$ cat src/rtl/spi_clkdiv_pkg.sv
package spi_clkdiv_pkg;

    // Law select encoding on the lin_mode input.
    typedef enum logic {
        DIV_POW2   = 1'b0,
        DIV_LINEAR = 1'b1
    } div_law_e;

    // Counter width needed to hold the largest half-period minus one
    // for either law.
    function automatic int cnt_width(input int lin_w, input int exp_w);
        int pow_w;
        pow_w = 2 ** exp_w;
        return (lin_w + 1 > pow_w) ? lin_w + 1 : pow_w;
    endfunction

endpackage

$ cat src/rtl/spi_clkdiv_cfg.sv
module spi_clkdiv_cfg
    import spi_clkdiv_pkg::*;
#(
    parameter int LIN_W = 8,
    parameter int EXP_W = 4,
    parameter int CNT_W = 16
) (
    input  logic             clk,
    input  logic             rst_n,
    input  logic             burst_en,
    input  logic             lin_mode,
    input  logic [LIN_W-1:0] lin_div,
    input  logic [EXP_W-1:0] pow_exp,
    input  logic             cpol,
    output logic [CNT_W-1:0] limit_q,
    output logic             cpol_hold_q
);

    typedef struct packed {
        logic [CNT_W-1:0] limit;
        logic             pol;
    } cfg_t;

    cfg_t cfg_d, cfg_q;
    logic [CNT_W-1:0] lin_limit;
    logic [CNT_W-1:0] pow_limit;

    // Half-period minus one for each law.
    always_comb begin
        lin_limit = CNT_W'(lin_div);
        pow_limit = (CNT_W'(1) << pow_exp) - CNT_W'(1);
    end

    always_comb begin
        cfg_d = cfg_q;
        if (!burst_en) begin
            cfg_d.pol   = cpol;
            cfg_d.limit = (div_law_e'(lin_mode) == DIV_LINEAR) ? lin_limit : pow_limit;
        end
    end

    always_ff @(posedge clk or negedge rst_n) begin
        if (!rst_n) begin
            cfg_q <= '0;
        end else begin
            cfg_q <= cfg_d;
        end
    end

    assign limit_q     = cfg_q.limit;
    assign cpol_hold_q = cfg_q.pol;

    // the captured polarity tracks the input only across idle edges
    a_r7_pol_follows_idle: assert property (@(posedge clk) disable iff (!rst_n)
        !burst_en |=> (cpol_hold_q == $past(cpol)));

endmodule

$ cat src/rtl/spi_clkdiv_engine.sv
module spi_clkdiv_engine #(
    parameter int CNT_W = 16
) (
    input  logic             clk,
    input  logic             rst_n,
    input  logic             burst_en,
    input  logic             cpol_idle,
    input  logic             cpol_hold,
    input  logic [CNT_W-1:0] limit,
    output logic             sclk_q,
    output logic             lead_q,
    output logic             trail_q
);

    typedef struct packed {
        logic [CNT_W-1:0] cnt;
        logic             phase;
        logic             sclk;
        logic             lead;
        logic             trail;
    } eng_t;

    eng_t eng_d, eng_q;

    always_comb begin
        eng_d       = eng_q;
        eng_d.lead  = 1'b0;
        eng_d.trail = 1'b0;
        if (!burst_en) begin
            eng_d.cnt   = '0;
            eng_d.phase = 1'b0;
            eng_d.sclk  = cpol_idle;
        end else if (eng_q.cnt == limit) begin
            eng_d.cnt   = '0;
            eng_d.phase = ~eng_q.phase;
            eng_d.sclk  = cpol_hold ^ ~eng_q.phase;
            eng_d.lead  = ~eng_q.phase;
            eng_d.trail = eng_q.phase;
        end else begin
            eng_d.cnt = eng_q.cnt + CNT_W'(1);
        end
    end

    always_ff @(posedge clk or negedge rst_n) begin
        if (!rst_n) begin
            eng_q <= '0;
        end else begin
            eng_q <= eng_d;
        end
    end

    assign sclk_q  = eng_q.sclk;
    assign lead_q  = eng_q.lead;
    assign trail_q = eng_q.trail;

    // the two strobes are mutually exclusive
    a_r5_no_dual_strobe: assert property (@(posedge clk) disable iff (!rst_n)
        !(lead_q && trail_q));

    // during a burst the clock moves exactly when a strobe fires
    a_r5_toggle_with_strobe: assert property (@(posedge clk) disable iff (!rst_n)
        burst_en |=> ((sclk_q != $past(sclk_q)) == (lead_q || trail_q)));

    // an idle cycle leaves the clock at the polarity input
    a_r4_idle_level: assert property (@(posedge clk) disable iff (!rst_n)
        !burst_en |=> (sclk_q == $past(cpol_idle)) && !lead_q && !trail_q);

    // the half-period counter stays within the captured limit
    a_r6_cnt_in_range: assert property (@(posedge clk) disable iff (!rst_n)
        eng_q.cnt <= limit);

    // a low burst enable clears the count
    a_r8_restart_clear: assert property (@(posedge clk) disable iff (!rst_n)
        !burst_en |=> (eng_q.cnt == '0));

endmodule

$ cat src/rtl/spi_sclk_divider.sv
module spi_sclk_divider
    import spi_clkdiv_pkg::*;
#(
    parameter int LIN_W = 8,
    parameter int EXP_W = 4
) (
    input  logic             clk,
    input  logic             rst_n,
    input  logic             burst_en,
    input  logic             cpol,
    input  logic             lin_mode,
    input  logic [LIN_W-1:0] lin_div,
    input  logic [EXP_W-1:0] pow_exp,
    output logic             sclk,
    output logic             lead_stb,
    output logic             trail_stb
);

    localparam int CNT_W = cnt_width(LIN_W, EXP_W);

    logic [CNT_W-1:0] limit;
    logic             cpol_hold;

    spi_clkdiv_cfg #(
        .LIN_W (LIN_W),
        .EXP_W (EXP_W),
        .CNT_W (CNT_W)
    ) u_cfg (
        .clk         (clk),
        .rst_n       (rst_n),
        .burst_en    (burst_en),
        .lin_mode    (lin_mode),
        .lin_div     (lin_div),
        .pow_exp     (pow_exp),
        .cpol        (cpol),
        .limit_q     (limit),
        .cpol_hold_q (cpol_hold)
    );

    spi_clkdiv_engine #(
        .CNT_W (CNT_W)
    ) u_engine (
        .clk       (clk),
        .rst_n     (rst_n),
        .burst_en  (burst_en),
        .cpol_idle (cpol),
        .cpol_hold (cpol_hold),
        .limit     (limit),
        .sclk_q    (sclk),
        .lead_q    (lead_stb),
        .trail_q   (trail_stb)
    );

    // a leading strobe always lands on the active level
    a_r5_lead_active: assert property (@(posedge clk) disable iff (!rst_n)
        lead_stb |-> (sclk != cpol_hold));

    // a trailing strobe always lands on the idle level
    a_r5_trail_idle: assert property (@(posedge clk) disable iff (!rst_n)
        trail_stb |-> (sclk == cpol_hold));

endmodule

$ cat config.mk
export PLATFORM = sky130hd
export DESIGN_NAME = spi_sclk_divider
export DESIGN_NICKNAME = d
export VERILOG_FILES = /design/src/rtl/spi_clkdiv_pkg.sv /design/src/rtl/spi_clkdiv_cfg.sv /design/src/rtl/spi_clkdiv_engine.sv /design/src/rtl/spi_sclk_divider.sv
export SDC_FILE = /design/constraint.sdc
export NUM_CORES = 1
export LEC_CHECK = 0
export BUFFER_PORTS_ARGS = -buffer_cell sky130_fd_sc_hd__buf_2
export CAP_MARGIN = 20
export CORE_ASPECT_RATIO = 1.4
export CORE_MARGIN = 4
export CORE_UTILIZATION = 58
export CTS_CLUSTER_SIZE = 28
export DETAILED_ROUTE_END_ITERATION = 8
export GPL_TIMING_DRIVEN = 0
export HOLD_SLACK_MARGIN = 0.02
export PLACE_DENSITY = 0.79
export SLEW_MARGIN = 20
export SYNTH_ARGS = -nofsm -noshare
export SYNTH_HDL_FRONTEND = slang
export SYNTH_SLANG_ARGS = --single-unit
$ cat constraint.sdc
create_clock -name clk -period 1.8 [get_ports clk]
set_input_delay 0.45 -clock clk [delete_from_list [all_inputs] [get_ports clk]]
set_output_delay 0.45 -clock clk [all_outputs]
set_load 0.05 [all_outputs]
==> metrics.txt, run 1 <==
# TYPE chip_impl_metric gauge
chip_impl_metric{name="final_hold_viol_count",unit=""} 0
chip_impl_metric{name="post-route-period-util",unit="%"} 98.9
chip_impl_info{name="criticalPathCategory",value="reg -> reg"} 1
chip_impl_metric{name="drv.max_cap_violation_count",unit=""} 0
chip_impl_metric{name="fmaxAchievable",unit="MHz"} 562
chip_impl_metric{name="grt_start_max_net_pins",unit=""} 38
chip_impl_metric{name="power.ir.vdd_worst",unit="mV"} 0.930
chip_impl_metric{name="avgRoutedWirePerCell",unit="um"} 15.1
chip_impl_info{name="status",value="finished clean"} 1
chip_impl_metric{name="io_pins",unit=""} 20
chip_impl_metric{name="dr.first_iter.drc_count",unit=""} 40
chip_impl_info{name="yosys-top-cells-area",value="dfrtp_1, xnor2_1, nor2_1"} 1
chip_impl_metric{name="die_x",unit="um"} 57.2
chip_impl_metric{name="via_count_of_the_first_global_routing_pass",unit=""} 1493
chip_impl_metric{name="synth_area_per_inst",unit="um2"} 9.40
chip_impl_metric{name="groute.usage.overall",unit="%"} 21.0
chip_impl_metric{name="route.vias.total",unit=""} 1531
chip_impl_metric{name="timing.final.max_slew_violations",unit=""} 0
chip_impl_metric{name="drcViolationCount",unit=""} 0
chip_impl_metric{name="clock_path_buffers",unit=""} 2
chip_impl_metric{name="route.detailed.vias_per_inst",unit=""} 5.51
chip_impl_info{name="clk_root_buffer_cell",value="clkbuf_8"} 1
chip_impl_metric{name="floorplan_core_area",unit="um2"} 3180
chip_impl_metric{name="leak_pwr",unit="nW"} 0.995
chip_impl_metric{name="num-fill-cells",unit=""} 244
chip_impl_metric{name="dpl_cell_area",unit="um2"} 2100
chip_impl_metric{name="cts_hold_buffers",unit=""} 0
chip_impl_metric{name="wire_length_of_the_first_global_routing_pass",unit="um"} 7100
chip_impl_info{name="synth_area_leader_cell",value="dfrtp_1"} 1
chip_impl_info{name="tritoncts",value="done"} 1
chip_impl_metric{name="place_hpwl",unit="um"} 3060
chip_impl_metric{name="fp-row-count",unit=""} 24
chip_impl_metric{name="nets",unit=""} 257
chip_impl_metric{name="grt_remaining_overflow",unit=""} 0
chip_impl_metric{name="power_density",unit="nW/um2"} 852
chip_impl_metric{name="cts.sink_count",unit=""} 37
chip_impl_metric{name="p_total",unit="mW"} 2.02
chip_impl_metric{name="gp_routability_congestion",unit=""} 0.814
chip_impl_metric{name="synthesis.yosys.warnings",unit=""} 0
chip_impl_metric{name="stdcell_area",unit="um2"} 2370
chip_impl_metric{name="timing.final.crit_period",unit="ps"} 1780
chip_impl_metric{name="cp_data_required_time",unit="ps"} 1980
chip_impl_metric{name="floorplan.initialDensity",unit="%"} 61.8
chip_impl_metric{name="report.final.setup_viol",unit=""} 0
chip_impl_metric{name="worst_path_arrival",unit="ps"} 1960
chip_impl_metric{name="post-synth-top-area-fraction",unit="%"} 47.1
chip_impl_info{name="hold_path_class",value="in -> async"} 1
chip_impl_metric{name="io_buffers",unit=""} 14
chip_impl_metric{name="cts-buffers-inserted",unit=""} 5
chip_impl_metric{name="seqCellArea",unit="um2"} 936
chip_impl_metric{name="timing.clock.skew",unit="ps"} 6.51
chip_impl_metric{name="multi_input_area",unit="um2"} 1020
chip_impl_metric{name="worst_slew_margin_rel",unit="%"} 44.2
chip_impl_metric{name="layout.core_utilization",unit="%"} 74.4
chip_impl_metric{name="ys_seq_elements",unit=""} 37
chip_impl_metric{name="postSynthCellCount",unit=""} 209
chip_impl_metric{name="worstSkewPairLatency",unit="ps"} 290
chip_impl_metric{name="die-area",unit="um2"} 4400
chip_impl_metric{name="synth.distinct_cells",unit=""} 29
chip_impl_metric{name="transition_time_at_the_pin_with_the_least_slew_margin",unit="ps"} 837
chip_impl_metric{name="detail_route.wirelength",unit="um"} 4200
chip_impl_metric{name="drt-pass1-iter-count",unit=""} 4
chip_impl_metric{name="seq_area_frac_synth",unit="%"} 47.1
chip_impl_metric{name="antenna_left",unit=""} 0
chip_impl_info{name="start_kind",value="flop"} 1
chip_impl_metric{name="floorplan.die.height",unit="um"} 76.9
chip_impl_metric{name="syn_area",unit="um2"} 1970
chip_impl_metric{name="clk_pin_slew",unit="ps"} 70
chip_impl_metric{name="post_route_cells_drive_above_1_share",unit="%"} 24.3
chip_impl_metric{name="flow.area_growth_from_synthesis",unit="%"} 20.4
chip_impl_metric{name="number_of_levels_the_h_tree_was_split_into",unit=""} 2
chip_impl_metric{name="synth_fp_nets",unit=""} 228
chip_impl_metric{name="grt_antenna_before_repair",unit=""} 0
chip_impl_metric{name="timing.critical_path.fanout_max",unit=""} 10
chip_impl_metric{name="diodes",unit=""} 0
chip_impl_info{name="worstSetupEndpointType",value="flop"} 1
-- cell type report --
| class | count | area share, % |
|---|---|---|
| buffer | 12 | 2.96 |
| tap | 39 | 2.06 |
| clock buffer | 5 | 2.91 |
| clock inverter | 3 | 2.75 |
| timing repair buffer | 24 | 6.13 |
| inverter | 4 | 0.634 |
| sequential | 37 | 39.5 |
| multi-input combinational | 154 | 43.0 |
-- cell families after synthesis --
family	Yosys count	synth area share, %
XOR/XNOR	34	15.1
multiplexers	5	2.67
flip-flops	37	47.1
AND/OR/NAND/NOR	82	20.1
buffers and inverters	18	4.46
adder cells (fa/ha/maj)	2	1.27
AO/OA/AOI/OAI	31	9.23
-- registers in the layout (all words and copies together) (netlist names) --
signal / count
u_cfg.cpol_hold_q: 1
u_cfg.limit_q: 16
u_engine.trail_q: 1
u_engine.sclk_q: 1
u_engine.lead_q: 1
u_engine.eng_q: 17
-- report_power, final --
group	switching (mW)	total, mW	internal (mW)	leakage [nW]
Sequential	0.0388	0.910	0.871	0.476
Combinational	0.139	0.255	0.115	0.450
Clock	0.301	0.852	0.550	0.0681
Total	0.479	2.02	1.54	0.995
-- worst max-delay path, stage by stage, from the launching register on --
cell and delay, ps:
dfrtp_2 460, xnor2_1 230, nand4_1 160, nor4_4 320, nand2b_4 180, buf_6 130, buf_8 130, nor2_1 60
-- metal layers --
metal | GRT usage (%) | up-vias | share of wire [%]
met5 | 0 | - | 0
li1 | - | 763 | -
met4 | 6.73 | 0 | 2.1
met3 | 6.05 | 6 | 3.3
met2 | 36.0 | 29 | 54
met1 | 24.7 | 733 | 41
-- synth_stat cells --
cell type  count
clkbuf_1      11
buf_8          1
o22ai_1        1
o31ai_1        4
xor2_1         6
a21oi_1       10
mux2i_1        3
nor4b_1        2
and4_1         3
a22o_1         2
nand4_1        7
o21ai_0       12
nand2_1       24
nand3_1        5
mux2_2         2
and2_1         2
ha_1           2
dfrtp_1       37
inv_1          4
o41ai_1        2
nor4_4         1
nor2_1        29
nand2b_1       1
buf_2          1
buf_6          1
and3_1         1
nor3_1         5
nor2b_1        2
xnor2_1       28
-- final timing paths --
kind | startpoint | end | slack, ps | depth (start not counted)
hold reg to reg | u_engine.eng_q[3]$_DFFE_PN0P_ | u_engine.lead_q$_DFF_PN0_ | 490 | 1
max in group asynchronous | rst_n | u_engine.eng_q[12]$_DFF_PN0_ | 960 | 1
hold / removal | rst_n | u_engine.eng_q[7]$_DFF_PN0_ | 250 | 1
min in group clk | cpol | u_engine.sclk_q$_DFFE_PN0P_ | 410 | 3
setup reg to reg | u_engine.eng_q[10]$_DFF_PN0_ | u_engine.eng_q[17]$_DFF_PN0_ | 20 | 7
setup / recovery | u_engine.eng_q[10]$_DFF_PN0_ | u_engine.eng_q[17]$_DFF_PN0_ | 20 | 7
-- cell usage in the layout, fill, tap and decap left out, types with 3 or more instances in the layout --
cell	instances
nand3_1	5
o31ai_1	4
nand2_1	24
dfrtp_1	29
xnor2_2	6
o21ai_0	11
inv_1	4
nor3_1	4
buf_2	14
mux2i_1	3
dfrtp_2	8
buf_4	10
nor2_1	28
a21oi_1	10
nand4_1	7
clkbuf_1	7
xor2_1	6
clkbuf_8	5
xnor2_1	22
and4_1	3
-- metrics by stage --
step / hold slack, ps / worst slack (ps) / cells / setup TNS (ps)
final: 248 / 19.1 / 278 / 0
after global routing: 321 / -81.9 / 278 / -767
after CTS: 276 / 8.01 / 271 / 0
after detailed placement: 478 / -270 / 262 / -2280
after global placement: 464 / -229 / 262 / -1620
after floorplan: 154 / 3.07 / 209 / 0
-- repair_timing --
| item | CTS | global route |
|---|---|---|
| cloned | 0 | 0 |
| setup buffers | 1 | 9 |
| endpoints found under the setup margin | 16 | 14 |
| pin swaps | 2 | 6 |
| gates resized for setup | 0 | 18 |
Power figures use the tool's default switching activity.
==> inputs of run 2 (changes only) <==
- CORE_UTILIZATION: 58 -> 60
- PLACE_DENSITY: 0.79 -> 0.81
- clock period: 1.8 -> 2.2 ns (I/O delays scaled with it)
==> metrics.txt, run 2 (same netlist as run 1, synthesis figures left out) <==
# TYPE chip_impl_metric gauge
chip_impl_info{name="status",value="finished clean"} 1
chip_impl_metric{name="timing.critical_path.fanout_max",unit=""} 10
chip_impl_metric{name="avgRoutedWirePerCell",unit="um"} 14.3
chip_impl_metric{name="clock_path_buffers",unit=""} 2
chip_impl_metric{name="grt_antenna_before_repair",unit=""} 0
chip_impl_metric{name="antenna_left",unit=""} 0
chip_impl_metric{name="crit_path_max_incr_delay",unit="ps"} 340
chip_impl_metric{name="p_sw",unit="mW"} 0.374
chip_impl_metric{name="leak_pwr",unit="nW"} 0.917
chip_impl_metric{name="dpl_cell_area",unit="um2"} 2080
chip_impl_metric{name="route.detailed.vias_per_inst",unit=""} 5.54
chip_impl_metric{name="timing.final.crit_period",unit="ps"} 2030
chip_impl_metric{name="timing.clock.skew",unit="ps"} 8.20
chip_impl_metric{name="wire_length_of_the_first_global_routing_pass",unit="um"} 6620
chip_impl_metric{name="nets",unit=""} 248
chip_impl_metric{name="intPower",unit="mW"} 1.16
chip_impl_metric{name="die_x",unit="um"} 56.4
chip_impl_metric{name="flow.area_growth_from_synthesis",unit="%"} 12.2
chip_impl_metric{name="number_of_levels_the_h_tree_was_split_into",unit=""} 2
chip_impl_metric{name="largest_register_ffs",unit=""} 17
chip_impl_info{name="crit_path_frequent_cell",value="o21ai_0"} 1
chip_impl_metric{name="worst_slew_margin_rel",unit="%"} 45.2
chip_impl_metric{name="grt_remaining_overflow",unit=""} 0
chip_impl_metric{name="final_hold_viol_count",unit=""} 0
chip_impl_metric{name="swShare",unit="%"} 24.5
chip_impl_metric{name="stdcell_area",unit="um2"} 2210
chip_impl_metric{name="dr.first_iter.drc_count",unit=""} 18
chip_impl_metric{name="floorplan_core_area",unit="um2"} 3120
chip_impl_metric{name="cp_data_required_time",unit="ps"} 2410
chip_impl_info{name="hold_path_class",value="in -> async"} 1
chip_impl_metric{name="seq_power_share",unit="%"} 48.4
chip_impl_metric{name="diodes",unit=""} 0
chip_impl_metric{name="floorplan.initialDensity",unit="%"} 62.9
chip_impl_info{name="rsz0062_at_grt",value="no"} 1
chip_impl_metric{name="post_route_cells_drive_above_1_share",unit="%"} 12.6
chip_impl_metric{name="floorplan.die.height",unit="um"} 75.7
chip_impl_metric{name="fp-row-count",unit=""} 24
chip_impl_metric{name="power_density",unit="nW/um2"} 693
chip_impl_info{name="regMostFlops",value="u_engine.eng_q"} 1
chip_impl_metric{name="drv.max_cap_violation_count",unit=""} 0
chip_impl_metric{name="io_pins",unit=""} 20
chip_impl_metric{name="drt-pass1-iter-count",unit=""} 4
chip_impl_info{name="tritoncts",value="done"} 1
chip_impl_info{name="crit_chain",value="buf_2 -> clkbuf_1 -> nor3_2 -> nand2_1 -> ha_1 -> nor3_1 -> a21oi_1 -> o21ai_0 -> mux2i_1 -> o21ai_0"} 1
chip_impl_metric{name="detail_route.wirelength",unit="um"} 3840
chip_impl_metric{name="fmaxAchievable",unit="MHz"} 492
chip_impl_metric{name="post-route-period-util",unit="%"} 92.4
chip_impl_metric{name="place_hpwl",unit="um"} 2950
chip_impl_metric{name="groute.usage.overall",unit="%"} 20.7
chip_impl_metric{name="pwr-share-comb",unit="%"} 11.8
chip_impl_metric{name="timing.final.max_slew_violations",unit=""} 0
chip_impl_metric{name="io_buffers",unit=""} 14
chip_impl_metric{name="cts-buffers-inserted",unit=""} 5
chip_impl_metric{name="die-area",unit="um2"} 4270
chip_impl_metric{name="gp_routability_congestion",unit=""} 0.812
chip_impl_metric{name="grt_start_max_net_pins",unit=""} 38
chip_impl_metric{name="drcViolationCount",unit=""} 0
chip_impl_metric{name="route.vias.total",unit=""} 1490
chip_impl_metric{name="via_count_of_the_first_global_routing_pass",unit=""} 1437
chip_impl_info{name="start_kind",value="input pin"} 1
chip_impl_metric{name="report.final.setup_viol",unit=""} 0
chip_impl_metric{name="postCtsSetupRepairBufs",unit=""} 0
chip_impl_info{name="crit_path_top_delay_cell",value="ha_1"} 1
chip_impl_metric{name="worstSkewPairLatency",unit="ps"} 290
chip_impl_info{name="criticalPathCategory",value="in -> reg"} 1
chip_impl_metric{name="setup-tns-final",unit="ps"} 0
chip_impl_info{name="clk_root_buffer_cell",value="clkbuf_8"} 1
chip_impl_metric{name="power_frac_clock",unit="%"} 39.8
chip_impl_info{name="worstSetupEndpointType",value="flop"} 1
chip_impl_metric{name="worst_path_arrival",unit="ps"} 2240
chip_impl_metric{name="clk_pin_slew",unit="ps"} 80
chip_impl_info{name="final_common_cell",value="dfrtp_1"} 1
chip_impl_metric{name="critPathBufInv",unit=""} 2
chip_impl_metric{name="cts.sink_count",unit=""} 37
chip_impl_metric{name="transition_time_at_the_pin_with_the_least_slew_margin",unit="ps"} 822
chip_impl_info{name="cp_top_family",value="simple AND/OR/NAND/NOR gates"} 1
chip_impl_info{name="final_cell_mix",value="dfrtp_1, nor2_1, xnor2_1"} 1
chip_impl_metric{name="power.ir.vdd_worst",unit="mV"} 0.631
## run 2: worst reg2reg max path, stage by stage, from the launching register on
cell and delay [ps]:
dfrtp_1 460, xnor2_1 230, nand4_1 180, nor4_4 430, nand2b_1 170, buf_6 130, buf_8 130, nor2_1 50
## run 2: layer usage
layer	global-route usage [%]	up-vias	wire, um
met3	4.75	12	135
met5	0	-	0
li1	-	750	-
met1	23.4	693	1590
met2	35.5	35	1970
met4	13.7	0	143
## run 2: repair_timing
| item | in CTS | in global routing |
|---|---|---|
| resized for setup | 0 | 1 |
| setup endpoints to repair | 0 | 2 |
| hold buffers | 0 | 0 |
## run 2: per-stage QoR
stage | std cells | hold WS, ps | power, mW | setup WS, ps | util [%]
2_1_floorplan | 209 | 254 | 0.876 | 173 | -
3_3_place_gp | 262 | 464 | 0.928 | -145 | 66.7
3_5_place_dp | 262 | 473 | 0.935 | -239 | 66.7
4_1_cts | 270 | 364 | 1.54 | 72.5 | 70.6
5_1_grt | 269 | 403 | 1.60 | 23.9 | 70.6
6_report | 269 | 352 | 1.53 | 167 | 70.6
## run 2: path summary, 6_finish.rpt
kind	startpoint	depth (start not counted)	to	slack, ps
hold / removal	rst_n	1	u_cfg.limit_q[6]$_DFFE_PN0N_	350
min in group clk	u_engine.eng_q[3]$_DFFE_PN0P_	1	u_engine.lead_q$_DFF_PN0_	490
max in group asynchronous	rst_n	1	u_engine.eng_q[13]$_DFF_PN0_	1330
setup / recovery	pow_exp[2]	10	u_cfg.limit_q[6]$_DFFE_PN0N_	170
hold reg to reg	u_engine.eng_q[3]$_DFFE_PN0P_	1	u_engine.lead_q$_DFF_PN0_	490
setup reg to reg	u_engine.eng_q[11]$_DFF_PN0_	7	u_engine.eng_q[11]$_DFF_PN0_	310
## run 2: power by group through the flow
stage               registers [mW]  logic, mW  clock network (mW)
CTS                          0.740      0.183               0.620
finish                       0.740      0.181               0.609
floorplan                    0.752      0.124                   0
global placement             0.751      0.177                   0
global route                 0.744      0.206               0.650
detailed placement           0.753      0.182                   0
## run 2: cell type report
class                           instances  area (um2)
Clock buffer                            6        82.6
Tap cell                               39        48.8
Buffer                                 13        68.8
Timing Repair Buffer                   14        70.1
Clock inverter                          2        37.5
Multi-Input combinational cell        154         957
Sequential cell                        37         926
Fill cell                             257         917
Inverter                                4        15.0
==> inputs of run 3 (changes only) <==
- CORE_UTILIZATION: 60 -> 52
- PLACE_DENSITY: 0.81 -> 0.74
- clock period: 2.2 -> 1.8 ns (I/O delays scaled with it)
==> metrics.txt, run 3 (same netlist as run 1, synthesis figures left out) <==
# TYPE chip_impl_metric gauge
chip_impl_metric{name="number_of_levels_the_h_tree_was_split_into",unit=""} 2
chip_impl_metric{name="transition_time_at_the_pin_with_the_least_slew_margin",unit="ps"} 802
chip_impl_metric{name="antenna_left",unit=""} 0
chip_impl_metric{name="drcViolationCount",unit=""} 0
chip_impl_info{name="timing.rr.start",value="u_engine.eng_q[7]$_DFF_PN0_"} 1
chip_impl_metric{name="clk_pin_slew",unit="ps"} 70
chip_impl_metric{name="avgRoutedWirePerCell",unit="um"} 14.5
chip_impl_info{name="crit_path_top_delay_cell",value="dfrtp_1"} 1
chip_impl_metric{name="power_frac_clock",unit="%"} 33.6
chip_impl_metric{name="power_density",unit="nW/um2"} 767
chip_impl_metric{name="via_count_of_the_first_global_routing_pass",unit=""} 1532
chip_impl_metric{name="flow.area_growth_from_synthesis",unit="%"} 14.1
chip_impl_metric{name="io_buffers",unit=""} 14
chip_impl_metric{name="floorplan_core_area",unit="um2"} 3640
chip_impl_metric{name="drv.max_cap_violation_count",unit=""} 0
chip_impl_metric{name="diodes",unit=""} 0
chip_impl_metric{name="timing.critical_path.fanout_max",unit=""} 10
chip_impl_metric{name="layout.core_utilization",unit="%"} 61.6
chip_impl_metric{name="dr.first_iter.drc_count",unit=""} 34
chip_impl_metric{name="clock_path_buffers",unit=""} 2
chip_impl_metric{name="post_route_cells_drive_above_1_share",unit="%"} 16.9
chip_impl_metric{name="p_sw",unit="mW"} 0.445
chip_impl_metric{name="reg2reg_slack",unit="ps"} 120
chip_impl_metric{name="groute.usage.overall",unit="%"} 19.2
chip_impl_metric{name="grt_start_max_net_pins",unit=""} 38
chip_impl_metric{name="timing.final.crit_period",unit="ps"} 1680
chip_impl_info{name="worstSetupEndpointType",value="flop"} 1
chip_impl_metric{name="worst_path_arrival",unit="ps"} 1860
chip_impl_metric{name="cp_data_required_time",unit="ps"} 1970
chip_impl_metric{name="floorplan.die.height",unit="um"} 80.7
chip_impl_info{name="start_kind",value="flop"} 1
chip_impl_metric{name="grt_antenna_before_repair",unit=""} 0
chip_impl_metric{name="num-fill-cells",unit=""} 339
chip_impl_info{name="final_common_cell",value="dfrtp_1"} 1
chip_impl_metric{name="leak_pwr",unit="nW"} 0.943
chip_impl_metric{name="place_hpwl",unit="um"} 2990
chip_impl_metric{name="grt_remaining_overflow",unit=""} 0
chip_impl_info{name="end_of_the_worst_register_to_register_path",value="u_engine.eng_q[14]$_DFF_PN0_"} 1
chip_impl_metric{name="cts.sink_count",unit=""} 37
chip_impl_metric{name="detail_route.wirelength",unit="um"} 3970
chip_impl_metric{name="worstSkewPairLatency",unit="ps"} 290
chip_impl_info{name="clk_root_buffer_cell",value="clkbuf_8"} 1
chip_impl_metric{name="worst_slew_margin_rel",unit="%"} 46.6
chip_impl_metric{name="floorplan.initialDensity",unit="%"} 53.9
chip_impl_metric{name="route.vias.total",unit=""} 1499
chip_impl_info{name="status",value="finished clean"} 1
chip_impl_info{name="tritoncts",value="done"} 1
chip_impl_info{name="hold_path_class",value="in -> async"} 1
chip_impl_metric{name="timing.clock.skew",unit="ps"} 6.99
chip_impl_metric{name="cts-buffers-inserted",unit=""} 5
chip_impl_metric{name="swShare",unit="%"} 25.9
chip_impl_metric{name="final_hold_viol_count",unit=""} 0
chip_impl_metric{name="ff2ff_path_depth",unit=""} 7
chip_impl_metric{name="fp-row-count",unit=""} 26
chip_impl_metric{name="die_x",unit="um"} 60.0
chip_impl_info{name="final_cell_mix",value="dfrtp_1, nor2_1, xnor2_1"} 1
chip_impl_metric{name="post-route-period-util",unit="%"} 93.5
chip_impl_metric{name="instances_no_fill",unit=""} 273
chip_impl_metric{name="power.ir.vdd_worst",unit="mV"} 0.553
chip_impl_metric{name="drt-pass1-iter-count",unit=""} 4
chip_impl_metric{name="whs",unit="ps"} 244
chip_impl_metric{name="report.final.setup_viol",unit=""} 0
chip_impl_info{name="crit_chain",value="xnor2_1 -> nand4_1 -> nor4_4 -> nand2b_1 -> buf_6 -> buf_8 -> nor2_1"} 1
chip_impl_metric{name="p_total",unit="mW"} 1.72
chip_impl_metric{name="crit_path_max_incr_delay",unit="ps"} 430
chip_impl_metric{name="route.detailed.vias_per_inst",unit=""} 5.49
chip_impl_metric{name="nets",unit=""} 250
chip_impl_info{name="regMostFlops",value="u_engine.eng_q"} 1
chip_impl_info{name="criticalPathCategory",value="reg -> reg"} 1
chip_impl_metric{name="timing.final.max_slew_violations",unit=""} 0
chip_impl_metric{name="fmaxAchievable",unit="MHz"} 594
chip_impl_metric{name="placedCellCount",unit=""} 265
chip_impl_metric{name="pwr-share-comb",unit="%"} 13.7
chip_impl_metric{name="wire_length_of_the_first_global_routing_pass",unit="um"} 6850
chip_impl_metric{name="largest_register_ffs",unit=""} 17
chip_impl_metric{name="io_pins",unit=""} 20
chip_impl_metric{name="seq_power_share",unit="%"} 52.7
chip_impl_metric{name="intPower",unit="mW"} 1.27
chip_impl_metric{name="setup-tns-final",unit="ps"} 0
chip_impl_metric{name="die-area",unit="um2"} 4840
chip_impl_metric{name="gp_routability_congestion",unit=""} 0.843
==> run 3: power groups by stage <==
stage | combinational (mW) | clock (mW) | sequential [mW]
3_3_place_gp | 0.221 | 0 | 0.918
2_1_floorplan | 0.155 | 0 | 0.920
6_report | 0.235 | 0.578 | 0.906
3_5_place_dp | 0.227 | 0 | 0.920
4_1_cts | 0.229 | 0.583 | 0.904
5_1_grt | 0.268 | 0.623 | 0.911
==> run 3: worst max path at each step <==
stage,depth (start not counted),start,to
global route,10,pow_exp[2],u_cfg.limit_q[6]$_DFFE_PN0N_
global placement,11,pow_exp[2],u_cfg.limit_q[6]$_DFFE_PN0N_
finish,7,u_engine.eng_q[7]$_DFF_PN0_,u_engine.eng_q[14]$_DFF_PN0_
CTS,9,pow_exp[0],u_cfg.limit_q[6]$_DFFE_PN0N_
floorplan,10,pow_exp[1],u_cfg.limit_q[6]$_DFFE_PN0N_
detailed placement,11,pow_exp[2],u_cfg.limit_q[6]$_DFFE_PN0N_
==> run 3: area by class of cell <==
cell class | count | area, um2 | share of cell area [%]
Multi-Input combinational cell | 154 | 1000 | 44.6
Sequential cell | 37 | 926 | 41.3
Timing Repair Buffer | 16 | 87.6 | 3.90
Clock buffer | 7 | 86.3 | 3.85
Buffer | 13 | 76.3 | 3.40
Tap cell | 42 | 52.6 | 2.34
Inverter | 4 | 15.0 | 0.669
==> run 3: worst max-delay path, delay by kind of cell (launching register included) <==
kind | cells | cell delay (ps)
buf+inv | 2 | 270
xor+xnor | 1 | 210
simple gates | 4 | 660
flops | 1 | 430
==> run 3: layer usage <==
layer | global-route usage (%) | routed length [um] | vias to the layer above | part of all wire, %
li1 | - | - | 747 | -
met1 | 20.8 | 1640 | 719 | 41
met2 | 34.3 | 2120 | 26 | 53
met3 | 4.13 | 125 | 7 | 3.2
met4 | 9.53 | 86 | 0 | 2.2
met5 | 0 | 0 | - | 0
==> run 3: what timing repair did <==
action | 4_1_cts | 5_1_grt
pin swaps | 2 | 4
resized for setup | 0 | 14
hold buffers | 0 | 0
gates cloned | 0 | 0
setup buffers | 2 | 0
setup endpoints to repair | 11 | 14
==> run 3: stage by stage <==
step                      setup WS, ps  area (um2)
after floorplan                   3.07        1980
after global placement            -283        2110
after detailed placement          -328        2110
after CTS                         83.1        2200
after global routing             -15.6        2240
final                              118        2240
